[src/rtl/ctr_ring_pkg.sv]
package ctr_ring_pkg;
  localparam int unsigned SEL_BASE = 32'h200;
  localparam logic [3:0] TYPE_RETURN = 4'd6;
  localparam logic [3:0] TYPE_SWAP   = 4'd15;

  typedef enum logic [1:0] {
    EV_NONE,
    EV_PUSH,
    EV_POP,
    EV_SWAP
  } ev_kind_e;
endpackage

[src/rtl/ctr_ring_ptr.sv]
module ctr_ring_ptr
  import ctr_ring_pkg::*;
#(
  parameter int CFG_W   = 3,
  parameter int MAX_CFG = 2,
  parameter int TYPE_W  = 4,
  parameter int PTR_W   = 4 + MAX_CFG
) (
  input  logic              clk,
  input  logic              rst,
  input  logic              ev_valid,
  input  logic [TYPE_W-1:0] ev_type,
  input  logic              ev_rasemu,
  input  logic              frozen,
  input  logic [CFG_W-1:0]  depth_cfg,
  output logic [PTR_W-1:0]  wr_ptr,
  output logic [PTR_W-1:0]  act_mask,
  output logic              wr_en,
  output logic [PTR_W-1:0]  wr_slot,
  output logic              clr_en,
  output logic [PTR_W-1:0]  clr_slot
);
  localparam logic [TYPE_W-1:0] RET_CODE  = TYPE_W'(TYPE_RETURN);
  localparam logic [TYPE_W-1:0] SWAP_CODE = TYPE_W'(TYPE_SWAP);

  ev_kind_e       kind;
  logic [PTR_W:0] depth_full;
  logic [PTR_W-1:0] base, prev, next, ptr_nxt;
  int unsigned    cfg_eff;

  // clamp the configuration and derive the mask
  always_comb begin
    cfg_eff    = (int'(depth_cfg) > MAX_CFG) ? MAX_CFG : int'(depth_cfg);
    depth_full = (PTR_W+1)'(16) << cfg_eff;
    act_mask   = PTR_W'(depth_full - 1'b1);
  end

  // Event classification
  always_comb begin
    if (!ev_valid || frozen)                   kind = EV_NONE;
    else if (ev_rasemu && ev_type == RET_CODE)  kind = EV_POP;
    else if (ev_rasemu && ev_type == SWAP_CODE) kind = EV_SWAP;
    else                                       kind = EV_PUSH;
  end

  // the mask is applied to the pointer only when an event arrives
  always_comb begin
    base     = wr_ptr & act_mask;
    prev     = (base - 1'b1) & act_mask;
    next     = (base + 1'b1) & act_mask;
    wr_en    = (kind == EV_PUSH) || (kind == EV_SWAP);
    wr_slot  = (kind == EV_SWAP) ? prev : base;
    clr_en   = (kind == EV_POP);
    clr_slot = prev;
    unique case (kind)
      EV_PUSH: ptr_nxt = next;
      EV_POP:  ptr_nxt = prev;
      EV_SWAP: ptr_nxt = base;
      default: ptr_nxt = wr_ptr;
    endcase
  end

  always_ff @(posedge clk) begin
    if (rst) wr_ptr <= '0;
    else     wr_ptr <= ptr_nxt;
  end
endmodule

[src/rtl/ctr_ring_remap.sv]
module ctr_ring_remap
  import ctr_ring_pkg::*;
#(
  parameter int SEL_W = 12,
  parameter int PTR_W = 6
) (
  input  logic [SEL_W-1:0] rd_sel,
  input  logic [PTR_W-1:0] wr_ptr,
  input  logic [PTR_W-1:0] act_mask,
  output logic [PTR_W-1:0] rd_idx,
  output logic             rd_hit
);
  logic [SEL_W-1:0] offset;

  // logical-to-physical remap and range check
  always_comb begin
    offset = rd_sel - SEL_W'(SEL_BASE);
    rd_hit = (rd_sel >= SEL_W'(SEL_BASE)) && (offset <= SEL_W'(act_mask));
    rd_idx = (wr_ptr - offset[PTR_W-1:0] - 1'b1) & act_mask;
  end
endmodule

[src/rtl/ctr_ring_store.sv]
module ctr_ring_store #(
  parameter int AW     = 32,
  parameter int TYPE_W = 4,
  parameter int DATA_W = 32,
  parameter int PTR_W  = 6
) (
  input  logic              clk,
  input  logic              rst,
  input  logic              wr_en,
  input  logic [PTR_W-1:0]  wr_slot,
  input  logic [AW-1:0]     wr_src,
  input  logic [AW-1:0]     wr_dst,
  input  logic [TYPE_W-1:0] wr_type,
  input  logic              clr_en,
  input  logic [PTR_W-1:0]  clr_slot,
  input  logic [PTR_W-1:0]  rd_idx,
  input  logic              rd_hit,
  output logic [AW-1:0]     rd_src,
  output logic [AW-1:0]     rd_dst,
  output logic [DATA_W-1:0] rd_data
);
  localparam int NSLOT = 1 << PTR_W;

  logic [AW-2:0]     src_mem [NSLOT];
  logic [AW-2:0]     dst_mem [NSLOT];
  logic [TYPE_W-1:0] typ_mem [NSLOT];
  logic [NSLOT-1:0]  vld;

  logic [AW-2:0]     src_q, dst_q;
  logic [TYPE_W-1:0] typ_q;
  logic              vld_q, hit_q;

  // Array writes and read-first registered reads
  always_ff @(posedge clk) begin
    if (wr_en) begin
      src_mem[wr_slot] <= wr_src[AW-1:1];
      dst_mem[wr_slot] <= wr_dst[AW-1:1];
      typ_mem[wr_slot] <= wr_type;
    end
    src_q <= src_mem[rd_idx];
    dst_q <= dst_mem[rd_idx];
    typ_q <= typ_mem[rd_idx];
  end

  // Valid bits: set on write, cleared on pop, reset to zero
  always_ff @(posedge clk) begin
    if (rst) begin
      vld   <= '0;
      vld_q <= 1'b0;
      hit_q <= 1'b0;
    end else begin
      if (wr_en)       vld[wr_slot]  <= 1'b1;
      else if (clr_en) vld[clr_slot] <= 1'b0;
      vld_q <= vld[rd_idx];
      hit_q <= rd_hit;
    end
  end

  // Output word formatting
  always_comb begin
    rd_src  = hit_q ? {src_q, vld_q} : '0;
    rd_dst  = hit_q ? {dst_q, 1'b0}  : '0;
    rd_data = hit_q ? DATA_W'(typ_q) : '0;
  end
endmodule

[src/rtl/ctr_ring.sv]
module ctr_ring #(
  parameter int AW      = 32,
  parameter int TYPE_W  = 4,
  parameter int DATA_W  = 32,
  parameter int CFG_W   = 3,
  parameter int MAX_CFG = 2,
  parameter int SEL_W   = 12,
  parameter int PTR_W   = 4 + MAX_CFG
) (
  input  logic              clk,
  input  logic              rst,
  input  logic              ev_valid,
  input  logic [AW-1:0]     ev_src,
  input  logic [AW-1:0]     ev_dst,
  input  logic [TYPE_W-1:0] ev_type,
  input  logic              ev_rasemu,
  input  logic              frozen,
  input  logic [CFG_W-1:0]  depth_cfg,
  input  logic [SEL_W-1:0]  rd_sel,
  output logic [AW-1:0]     rd_src,
  output logic [AW-1:0]     rd_dst,
  output logic [DATA_W-1:0] rd_data,
  output logic [PTR_W-1:0]  wr_ptr
);
  logic [PTR_W-1:0] act_mask, wr_slot, clr_slot, rd_idx;
  logic             wr_en, clr_en, rd_hit;

  ctr_ring_ptr #(
    .CFG_W(CFG_W), .MAX_CFG(MAX_CFG), .TYPE_W(TYPE_W), .PTR_W(PTR_W)
  ) u_ptr (
    .clk(clk), .rst(rst), .ev_valid(ev_valid), .ev_type(ev_type),
    .ev_rasemu(ev_rasemu), .frozen(frozen), .depth_cfg(depth_cfg),
    .wr_ptr(wr_ptr), .act_mask(act_mask), .wr_en(wr_en), .wr_slot(wr_slot),
    .clr_en(clr_en), .clr_slot(clr_slot)
  );

  ctr_ring_remap #(
    .SEL_W(SEL_W), .PTR_W(PTR_W)
  ) u_remap (
    .rd_sel(rd_sel), .wr_ptr(wr_ptr), .act_mask(act_mask),
    .rd_idx(rd_idx), .rd_hit(rd_hit)
  );

  ctr_ring_store #(
    .AW(AW), .TYPE_W(TYPE_W), .DATA_W(DATA_W), .PTR_W(PTR_W)
  ) u_store (
    .clk(clk), .rst(rst), .wr_en(wr_en), .wr_slot(wr_slot),
    .wr_src(ev_src), .wr_dst(ev_dst), .wr_type(ev_type),
    .clr_en(clr_en), .clr_slot(clr_slot), .rd_idx(rd_idx), .rd_hit(rd_hit),
    .rd_src(rd_src), .rd_dst(rd_dst), .rd_data(rd_data)
  );
endmodule

[config.mk]
export PLATFORM = sky130hd
export DESIGN_NAME = ctr_ring
export DESIGN_NICKNAME = d
export VERILOG_FILES = /design/src/rtl/ctr_ring_pkg.sv /design/src/rtl/ctr_ring_ptr.sv /design/src/rtl/ctr_ring_remap.sv /design/src/rtl/ctr_ring_store.sv /design/src/rtl/ctr_ring.sv
export SDC_FILE = /design/constraint.sdc
export NUM_CORES = 2
export LEC_CHECK = 0
export BUFFER_PORTS_ARGS = -buffer_cell sky130_fd_sc_hd__buf_2
export CORE_MARGIN = 5
export CORE_UTILIZATION = 43
export CTS_CLUSTER_DIAMETER = 100
export DETAILED_ROUTE_END_ITERATION = 8
export HOLD_SLACK_MARGIN = 0.08
export SETUP_SLACK_MARGIN = 0.15
export SLEW_MARGIN = 20
export SYNTH_ARGS = -nofsm -noshare
export SYNTH_HDL_FRONTEND = slang
export SYNTH_MEMORY_MAX_BITS = 65536
export SYNTH_SLANG_ARGS = --single-unit
[constraint.sdc]
create_clock -name clk -period 7.8 [get_ports clk]
set_input_delay 0 -clock clk [delete_from_list [all_inputs] [get_ports clk]]
set_output_delay 0 -clock clk [all_outputs]
set_load 0.02 [all_outputs]
==> results.json <==
{
  "status": "complete, no violations",
  "worst-path-max-fanout": 29,
  "core_area_um2": 385400,
  "leakage_nw": 59.28,
  "antenna_found_initial": 24,
  "numClockSinks": 4362,
  "ant_nets": 0,
  "h-tree-depth": 5,
  "synth-seq-cells": 4362,
  "rsz0062_at_grt": "no",
  "hold_depth": 2,
  "seqPwrFrac": 0.510,
  "layout_worst_path_cycle_share": 0.6467,
  "max_freq_mhz": 198.2,
  "insertion_delay_ps": 970,
  "gr-total-overflow": 0,
  "vias": 76900,
  "rows": 228,
  "numCtsBuffers": 441,
  "setup_viol": 0,
  "hp-class": "input port to flop",
  "cts_tree": "yes",
  "ys.flop_type": "edfxtp_1",
  "layout_common_cells": "edfxtp_1, mux4_2, clkbuf_16",
  "crit_arrival_ps": 5620,
  "synth_cell_type_count": 60,
  "die_area_um2": 399100,
  "cts_root_buf": "clkbuf_16",
  "powerDensity_nw_per_um2": 268.1,
  "ir_drop_mv": 0.2238,
  "ys_async_sr_fraction": 0,
  "grt_max_degree": 115,
  "p_clk_frac": 0.404,
  "drt_pass1_iterations": 5,
  "dp_hpwl_um": 208800,
  "endpoint_kind": "flop",
  "grt_pass1_vias": 78690,
  "ff2ff_path_depth": 7,
  "critPathKind": "input port to flop",
  "clk_pin_slew_ps": 60,
  "cellInternalPower_mw": 39.72,
  "slew_headroom": 0.2124,
  "fin_crit_ps": 5044,
  "io_buffers": 158,
  "drc": 0,
  "layout_commonest_cell": "edfxtp_1",
  "die_height_um": 631.7,
  "place_congestion": 0.7609,
  "slew_viol_final": 0,
  "viasPerCell": 5.973,
  "p_sw_mw": 11.21,
  "worst-slew-pin-transition_ps": 1181,
  "final_cells": 12870,
  "yosysWarnings": 0,
  "avgSynthCellArea_um2": 24.58,
  "drt-total-wl_um": 426400,
  "timing.hold.ws_ps": 140.4,
  "cap_violations": 0,
  "start_kind": "input port",
  "cts-resized-gates": 0,
  "start_util": 0.4312,
  "fin_nets": 7405,
  "grt_pass1_wl_um": 600100,
  "drt_iter0_drc": 9344,
  "synth-edff-count": 4224,
  "required_ps": 8380,
  "dp_cells": 11940,
  "post_cts_buffers": 0,
  "fin_tns_setup_ps": 0,
  "syn_area_um2": 166200,
  "hold_violations": 0,
  "syn2layout_area_growth_pct": 14.30,
  "wl_per_cell_um": 33.12,
  "switching_share": 0.2201,
  "power_frac_comb": 0.087,
  "fin_worst_skew_ps": 47.72,
  "syn_inst": 6761,
  "synth_seq_area_share": 0.7798,
  "track_usage": 0.2111,
  "drive_gt1_frac": 0.3158,
  "io_pins": 190,
  "cts_buffer_depth": 4,
  "die_w_um": 631.7
}
[power groups by stage]
stage                     clock network, mW  logic (mW)  registers (mW)
after floorplan                           0        3.05            26.4
after global placement                    0        4.38            26.5
after detailed placement                  0        4.43            26.5
after CTS                              20.9        4.48            26.0
after global routing                   22.0        4.72            26.0
final                                  20.6        4.42            26.0
[logic make-up (layout without fill, tap and decap cells)]
family | after synthesis | in the layout | synth area share
xor gates and xnor gates | 14 | 14 | 0.0007830
muxes | 1545 | 1545 | 0.1936
and+or+nand+nor | 249 | 249 | 0.008093
AOI/OAI and AO/OA | 171 | 171 | 0.006136
buffers and inverters | 408 | 1304 | 0.01067
adders and majority gates | 11 | 11 | 0.0008733
DFF | 4362 | 4362 | 0.7798
other | 1 | 42 | 0.00002256
[what timing repair did]
item                                    4_1_cts  5_1_grt
hold buffers                                 94        2
endpoints found under the setup margin        0        0
hold endpoints to repair                   4297       33
[cells in the mapped netlist, drive strengths merged, types with 8 or more instances]
cell | number | area, um^2
edfxtp | 4224 | 126800
nor2 | 76 | 285.3
nand4 | 14 | 87.58
clkbuf | 229 | 859.6
mux4 | 1336 | 30090
ha | 10 | 125.1
nor3 | 12 | 60.06
nand2 | 21 | 86.33
inv | 17 | 63.81
buf | 162 | 849.6
o21ai | 74 | 374.1
dfxtp | 138 | 2763
and2 | 70 | 437.9
or3 | 9 | 66.31
xnor2 | 8 | 70.07
a21oi | 13 | 76.33
o22ai | 61 | 381.6
nand3 | 22 | 140.1
mux2i | 209 | 2092
[layout make-up]
| cell class | instances | area [um^2] |
|---|---|---|
| diodes | 13 | 32.53 |
| clock buffers | 590 | 12050 |
| clock inverters | 232 | 2033 |
| fillers | 30210 | 195400 |
| inverters | 17 | 68.82 |
| multi-input cells | 2019 | 35430 |
| flip-flops and latches | 4362 | 129600 |
| well taps | 5175 | 6475 |
| repair buffers | 465 | 4262 |
[state kept, by name, summed over array words and instances (netlist names)]
name,count
u_store.typ_mem,256
u_store.hit_q,1
u_store.dst_mem,1984
u_ptr.wr_ptr,6
u_store.src_mem,1984
u_store.dst_q,31
u_store.vld_q,1
u_store.src_q,31
u_store.vld,64
u_store.typ_q,4
[metal layers]
layer	vias up	global-route usage	part of all wire	wire length, um
li1	30390	-	-	-
met1	42500	0.2999	0.40	172100
met2	3416	0.3444	0.49	210200
met3	591	0.03745	0.081	34400
met4	4	0.04842	0.023	9656
met5	-	0	0.000063	27
[final timing paths]
check                                     start                 endpoint  slack, ps
worst max-delay path                     frozen  u_store.src_mem[24][11]       2760
worst min register to register  u_store.vld[57]          u_store.vld[57]        490
worst max register to register  u_ptr.wr_ptr[0]  u_store.src_mem[24][11]       2860
worst min-delay path                 ev_src[13]   u_store.src_mem[9][12]        140
[per-stage QoR]
step | utilization | instance area (um^2) | total power [mW] | setup WS, ps
6_report | 0.4929 | 190000 | 50.92 | 2756
5_1_grt | 0.4928 | 189900 | 52.65 | 2686
4_1_cts | 0.4923 | 189700 | 51.39 | 2922
3_5_place_dp | 0.4533 | 174700 | 30.89 | 2789
3_3_place_gp | 0.4530 | 174600 | 30.84 | 2952
2_1_floorplan | - | 166300 | 29.42 | 438.1
[worst max-delay path, stage by stage]
cell and delay, ps:
dlygate4sd3_1 520, buf_2 120, dlygate4sd3_1 540, nor2b_1 300, dlygate4sd3_1 790, nand4_1 210, o21ai_0 510, nand3_1 780
nor2_4 1030, buf_4 730
No activity file was read; power rests on OpenSTA's default activity.
